**src/rtl/vmc_pkg.sv**
```systemverilog
package vmc_pkg;

    typedef enum logic [1:0] {
        CLS_MATCH = 2'b00,
        CLS_UNDER = 2'b01,
        CLS_UZERO = 2'b10,
        CLS_MIXED = 2'b11
    } byte_class_e;

    localparam int NUM_CLASSES = 4;

    // Class from the two direction flags of one byte.
    function automatic byte_class_e classify(input logic any_up, input logic any_down);
        case ({any_down, any_up})
            2'b00:   return CLS_MATCH;
            2'b01:   return CLS_UNDER;
            2'b10:   return CLS_UZERO;
            default: return CLS_MIXED;
        endcase
    endfunction

    // Sweep verdict from which failure classes have been seen.
    function automatic logic [1:0] verdict_of(input logic seen_up, input logic seen_down,
                                              input logic seen_mixed);
        if (seen_mixed || (seen_up && seen_down)) return 2'b11;
        if (seen_up)   return 2'b01;
        if (seen_down) return 2'b10;
        return 2'b00;
    endfunction

endpackage

```
**src/rtl/vmc_diff.sv**
```systemverilog
module vmc_diff
    import vmc_pkg::*;
#(
    parameter int DW = 8
) (
    input  logic [DW-1:0] exp_b,
    input  logic [DW-1:0] rd_b,
    output logic [DW-1:0] diff,
    output byte_class_e   cls
);
    logic [DW-1:0] up_bits;    // expected 0, read 1
    logic [DW-1:0] down_bits;  // expected 1, read 0

    always_comb begin
        diff      = exp_b ^ rd_b;
        up_bits   = ~exp_b & rd_b;
        down_bits = exp_b & ~rd_b;
        cls       = classify(|up_bits, |down_bits);
    end
endmodule

```
**src/rtl/vmc_counters.sv**
```systemverilog
module vmc_counters
    import vmc_pkg::*;
#(
    parameter int NCLS = NUM_CLASSES,
    parameter int CW   = 17
) (
    input  logic                     clk,
    input  logic                     rst,
    input  logic                     clear,
    input  logic                     inc,
    input  byte_class_e              cls,
    output logic [NCLS-1:0][CW-1:0]  counts
);
    localparam logic [CW-1:0] CMAX = {CW{1'b1}};

    for (genvar k = 0; k < NCLS; k++) begin : g_cnt
        always_ff @(posedge clk) begin
            if (rst || clear) begin
                counts[k] <= '0;
            end else if (inc && (int'(cls) == k) && (counts[k] != CMAX)) begin
                counts[k] <= counts[k] + 1'b1;
            end
        end
    end
endmodule

```
**src/rtl/vmc_sweep.sv**
```systemverilog
module vmc_sweep #(
    parameter int AW = 16,
    parameter int DW = 8
) (
    input  logic          clk,
    input  logic          rst,
    input  logic          start,
    input  logic          take,
    input  logic [DW-1:0] exp_b,
    input  logic [DW-1:0] rd_b,
    input  logic [DW-1:0] diff,
    output logic          active,
    output logic [AW-1:0] addr,
    output logic          done,
    output logic          first_valid,
    output logic [AW-1:0] first_addr,
    output logic [DW-1:0] first_exp,
    output logic [DW-1:0] first_rd,
    output logic [DW-1:0] err_mask,
    output logic [DW-1:0] stuck_mask
);
    localparam logic [AW-1:0] LAST_ADDR = {AW{1'b1}};

    logic [DW-1:0] every_acc;
    logic          any_taken;

    always_ff @(posedge clk) begin
        if (rst) begin
            active      <= 1'b0;
            addr        <= '0;
            done        <= 1'b0;
            first_valid <= 1'b0;
            first_addr  <= '0;
            first_exp   <= '0;
            first_rd    <= '0;
            err_mask    <= '0;
            every_acc   <= '1;
            any_taken   <= 1'b0;
        end else begin
            done <= 1'b0;
            if (start) begin
                active      <= 1'b1;
                addr        <= '0;
                first_valid <= 1'b0;
                first_addr  <= '0;
                first_exp   <= '0;
                first_rd    <= '0;
                err_mask    <= '0;
                every_acc   <= '1;
                any_taken   <= 1'b0;
            end else if (take) begin
                addr      <= addr + 1'b1;
                any_taken <= 1'b1;
                err_mask  <= err_mask | diff;
                every_acc <= every_acc & diff;
                if (!first_valid && (diff != '0)) begin
                    first_valid <= 1'b1;
                    first_addr  <= addr;
                    first_exp   <= exp_b;
                    first_rd    <= rd_b;
                end
                if (addr == LAST_ADDR) begin
                    active <= 1'b0;
                    done   <= 1'b1;
                end
            end
        end
    end

    assign stuck_mask = any_taken ? every_acc : '0;
endmodule

```
**src/rtl/verify_classifier.sv**
```systemverilog
module verify_classifier
    import vmc_pkg::*;
#(
    parameter int AW = 16,
    parameter int DW = 8,
    parameter int CW = 17
) (
    input  logic          clk,
    input  logic          rst,
    input  logic          start,
    input  logic          in_valid,
    output logic          in_ready,
    input  logic [DW-1:0] exp_byte,
    input  logic [DW-1:0] rd_byte,
    output logic [AW-1:0] sweep_addr,
    output logic          done,
    output logic [CW-1:0] cnt_match,
    output logic [CW-1:0] cnt_under,
    output logic [CW-1:0] cnt_uzero,
    output logic [CW-1:0] cnt_mixed,
    output logic          first_valid,
    output logic [AW-1:0] first_addr,
    output logic [DW-1:0] first_exp,
    output logic [DW-1:0] first_rd,
    output logic [DW-1:0] err_mask,
    output logic [DW-1:0] stuck_mask,
    output logic [1:0]    verdict
);
    logic                           active;
    logic                           take;
    logic [DW-1:0]                  diff;
    byte_class_e                    cls;
    logic [NUM_CLASSES-1:0][CW-1:0] counts;

    assign in_ready = active;
    assign take     = in_valid && active && !start;

    vmc_diff #(.DW(DW)) u_diff (
        .exp_b (exp_byte),
        .rd_b  (rd_byte),
        .diff  (diff),
        .cls   (cls)
    );

    vmc_counters #(.NCLS(NUM_CLASSES), .CW(CW)) u_cnt (
        .clk    (clk),
        .rst    (rst),
        .clear  (start),
        .inc    (take),
        .cls    (cls),
        .counts (counts)
    );

    vmc_sweep #(.AW(AW), .DW(DW)) u_sweep (
        .clk         (clk),
        .rst         (rst),
        .start       (start),
        .take        (take),
        .exp_b       (exp_byte),
        .rd_b        (rd_byte),
        .diff        (diff),
        .active      (active),
        .addr        (sweep_addr),
        .done        (done),
        .first_valid (first_valid),
        .first_addr  (first_addr),
        .first_exp   (first_exp),
        .first_rd    (first_rd),
        .err_mask    (err_mask),
        .stuck_mask  (stuck_mask)
    );

    assign cnt_match = counts[CLS_MATCH];
    assign cnt_under = counts[CLS_UNDER];
    assign cnt_uzero = counts[CLS_UZERO];
    assign cnt_mixed = counts[CLS_MIXED];
    assign verdict   = verdict_of(cnt_under != '0, cnt_uzero != '0, cnt_mixed != '0);
endmodule

```
**config.mk**
```make
export PLATFORM = sky130hd
export DESIGN_NAME = verify_classifier
export DESIGN_NICKNAME = d
export VERILOG_FILES = /design/src/rtl/vmc_pkg.sv /design/src/rtl/vmc_diff.sv /design/src/rtl/vmc_counters.sv /design/src/rtl/vmc_sweep.sv /design/src/rtl/verify_classifier.sv
export SDC_FILE = /design/constraint.sdc
export NUM_CORES = 1
export LEC_CHECK = 0
export ABC_AREA = 1
export ABC_CLOCK_PERIOD_IN_PS = 2800
export BUFFER_PORTS_ARGS = -buffer_cell sky130_fd_sc_hd__buf_2
export CORE_MARGIN = 2
export CORE_UTILIZATION = 37
export CTS_BUF_LIST = sky130_fd_sc_hd__clkbuf_4 sky130_fd_sc_hd__clkbuf_8
export DETAILED_ROUTE_END_ITERATION = 8
export PLACE_DENSITY = 0.64
export SYNTH_ARGS = -nofsm -noshare
export SYNTH_HDL_FRONTEND = slang
export SYNTH_SLANG_ARGS = --single-unit
```
**constraint.sdc**
```tcl
create_clock -name clk -period 2.8 [get_ports clk]
set_input_delay 0.28 -clock clk [delete_from_list [all_inputs] [get_ports clk]]
set_output_delay 0.28 -clock clk [all_outputs]
set_load 0.005 [all_outputs]
```
==> summary.txt <==
Outcome
  • Outcome: complete, no violations

CTS
  • PostCTS Resize Cnt: 0
  • Total clock buffers created by CTS: 17
  • Clock-pin slew of the registers on the worst-case setup and hold paths: 0.08 ns
  • Worst-Skew Late Latency: 0.46 ns
  • Root Buffer: sky130_fd_sc_hd__clkbuf_8
  • Clock tree from TritonCTS: yes
  • Count of clock tree sinks: 136
  • Htree depth: 4
  • Largest buffer count on any clock path: 2

Drt
  • Total via count after detailed routing: 6,862
  • Detail-routed via count per cell: 4.84
  • Detailed Routing Iterations Pass 1: 5
  • Final antenna-violating net count: 0
  • Final wirelength: 18,400 microns
  • Routed wire length per instance: 13.0 microns
  • Number of remaining DRC errors: 0
  • Initial drt markers: 230

Worst setup path
  • Worst endpoint data arrival time: 2.08 ns
  • Peak per-stage delay on the critical path: 0.47 ns
  • Ordered cell list for the critical path: inv_1, ha_1, inv_1, nor4_1, nand2_1, nor3_1, nand2_1, buf_2
  • Worst reg-to-reg setup slack: 0.52 ns
  • Endpoint type of the worst setup path: output pin
  • Worst EP required: 2.52 ns
  • Type of the worst setup path: flop to output pin
  • Crit start category: flop
  • Worst path slowest cell: sky130_fd_sc_hd__nor3_1
  • Maximum fanout encountered on the critical timing path: 5

Yosys
  • Total standard cell area after synthesis: 0.00700 sq mm
  • Yosys Warn Count: 0
  • Proportion of netlist area held by the largest area contributor: 38.9%
  • Synthesis-stage register bit count: 136
  • Fraction of registers with async set/reset: 0%
  • Count of different cell masters after synthesis: 34
  • Most area-hungry cell type in the Yosys netlist: sky130_fd_sc_hd__dfxtp_1
  • Total nets after synthesis: 1,075
  • Top post-synthesis cells by area: sky130_fd_sc_hd__dfxtp_1, sky130_fd_sc_hd__nand2_1, sky130_fd_sc_hd__nor2_1
  • Predominant post-synthesis flop cell: sky130_fd_sc_hd__dfxtp_1
  • Post-synth EDFFs: 0
  • Number of standard cells after synthesis: 1,027
  • Portion of the post-synthesis area used by sequential elements: 38.9%
  • Post-Syn Area per Cell: 6.82 sq um

Layout
  • Leading cell types in the layout, fill and taps excluded: sky130_fd_sc_hd__nand2_1, sky130_fd_sc_hd__nor2_1, sky130_fd_sc_hd__buf_2
  • Most common cell after layout, fill and taps aside: sky130_fd_sc_hd__nand2_1
  • Diode count: 0
  • Count of non-filler cells in the finished layout: 1,419
  • Net total in the final layout: 1,220
  • Proportion of layout cells with a drive suffix above 1: 18.6%
  • Growth of design area from synthesis to finish: 19.5%

STA
  • Maximum clock rate: 424 MHz
  • Worst-margin pin slew: 0.668 ns
  • Final hold violations: 0
  • Final critical path time including I/O delays and setup: 2.36 ns
  • Final critical-path share of the clock period: 84.1%
  • Final slew viol count: 0
  • RSZ-0062 raised after global routing: false
  • Relative max-transition margin: 55.3%
  • Final setup TNS: 0 ns
  • Setup slack after layout: 0.444 ns
  • Clock tree skew after final layout: 0.0141 ns
  • Final setup violation count: 0

GRT
  • Number of global-route vias before repair: 6,067
  • Number of antenna violations at the first check in global routing: 0
  • Residual overflow from global routing: 0
  • Maximum number of pins on one net before global-route repair: 46
  • First-pass GRT wire length: 29,900 microns
  • Total routing usage reported by global routing: 18.4%

Min path
  • Worst Hold Class: input port to flop

Power and ir drop
  • Power density relative to cell area: 477 mW/mm^2
  • Peak supply drop: 0.292 mV
  • P_leak: 4.02 nW

Placed design
  • Detailed Place HPWL: 13,200 microns
  • DP Worst Slack: 0.542 ns
  • Gp weighted congestion: 0.829
  • Port bufs: 156
  • Placed cells: 1,386

Die
  • Die outline width: 142 microns
  • Die Footprint: 0.0200 sq mm
  • Total number of placement rows: 50
  • Core region area: 0.0186 sq mm
  • Starting density of the core: 37.6%
  • Top-level port count: 157
  • Floorplan die height: 142 microns

Job
  • Count of max-cap constraint violations: 0
[power by group]
part / internal (mW) / switching [mW] / leakage [nW]
clock: 0.932 / 0.876 / 0.222
combinational: 0.0737 / 0.156 / 2.70
sequential: 1.94 / 0.00828 / 1.10
[path summary, 6_finish.rpt]
kind / startpoint / end / depth (start not counted)
worst max-delay path: u_cnt.counts[51] / verdict[1] / 8
worst min-delay path: rd_byte[1] / u_sweep.first_rd[1] / 3
worst max register to register: u_cnt.counts[0] / u_cnt.counts[11] / 14
worst min register to register: u_sweep.every_acc[2] / u_sweep.every_acc[2] / 2
[layer usage]
metal / vias to the layer above / GRT usage (%) / routed length (microns)
met5: - / 0 / 0
met4: 0 / 5.26 / 223
li1: 3570 / - / -
met2: 170 / 29.5 / 8300
met3: 18 / 6.24 / 1390
met1: 3104 / 23.8 / 8500
[state kept, by name, indices dropped and copies added, names as in the netlist, 8 cells and up]
register and flops:
u_cnt.counts 68, u_sweep.addr 16, u_sweep.first_addr 16, u_sweep.err_mask 8, u_sweep.every_acc 8, u_sweep.first_exp 8, u_sweep.first_rd 8
[per-stage QoR]
stage	hold WS, ns	total power, mW	cell area (sq um)	util (%)
after floorplan	0.352	2.15	7000	-
after global placement	0.445	2.23	7920	42.5
after detailed placement	0.451	2.23	7920	42.5
after CTS	0.0796	4.05	8370	44.9
after global routing	0.0990	4.16	8370	44.9
final	0.117	3.99	8370	44.9
[layout make-up]
| class | count | area (sq um) |
|---|---|---|
| clock buffers | 18 | 248 |
| clock inverters | 14 | 188 |
| fillers | 1989 | 10300 |
| inverters | 113 | 439 |
| multi-input cells | 742 | 3640 |
| flip-flops and latches | 136 | 2720 |
| well taps | 234 | 293 |
| repair buffers | 162 | 841 |
[what timing repair did]
item	in CTS	in global routing
hold buffers	1	0
buffers inserted	0	0
hold endpoints to repair	1	0
[worst max-delay path: cells and delay by family (launching register included)]
kind,cells,cell delay [ns]
simple gates,4,0.86
flops,1,0.35
buf+inv,3,0.28
fa+ha+maj,1,0.15
[synthesized netlist by cell type, types with 2 or more instances]
master	count
sky130_fd_sc_hd__ha_1	28
sky130_fd_sc_hd__dfxtp_1	136
sky130_fd_sc_hd__buf_6	5
sky130_fd_sc_hd__nor2_4	2
sky130_fd_sc_hd__nand2_2	5
sky130_fd_sc_hd__inv_8	2
sky130_fd_sc_hd__buf_1	6
sky130_fd_sc_hd__clkbuf_1	13
sky130_fd_sc_hd__nor3_1	11
sky130_fd_sc_hd__nor2_8	5
sky130_fd_sc_hd__o21ai_0	17
sky130_fd_sc_hd__a21oi_2	3
sky130_fd_sc_hd__a21oi_1	88
sky130_fd_sc_hd__inv_1	110
sky130_fd_sc_hd__xor2_1	9
sky130_fd_sc_hd__buf_2	9
sky130_fd_sc_hd__nor2_2	4
sky130_fd_sc_hd__buf_8	2
sky130_fd_sc_hd__nor4_1	9
sky130_fd_sc_hd__nor2_1	185
sky130_fd_sc_hd__nand3_1	125
sky130_fd_sc_hd__nand4_1	11
sky130_fd_sc_hd__nand2_1	231
[kinds of logic after synthesis]
logic type / share of synthesized area, %
AOI/OAI and AO/OA: 8.22
buffers and inverters: 9.27
adders and majority gates: 5.00
and+or+nand+nor: 37.5
xor gates and xnor gates: 1.13
DFF: 38.9
(Power assumes the default switching activity.)
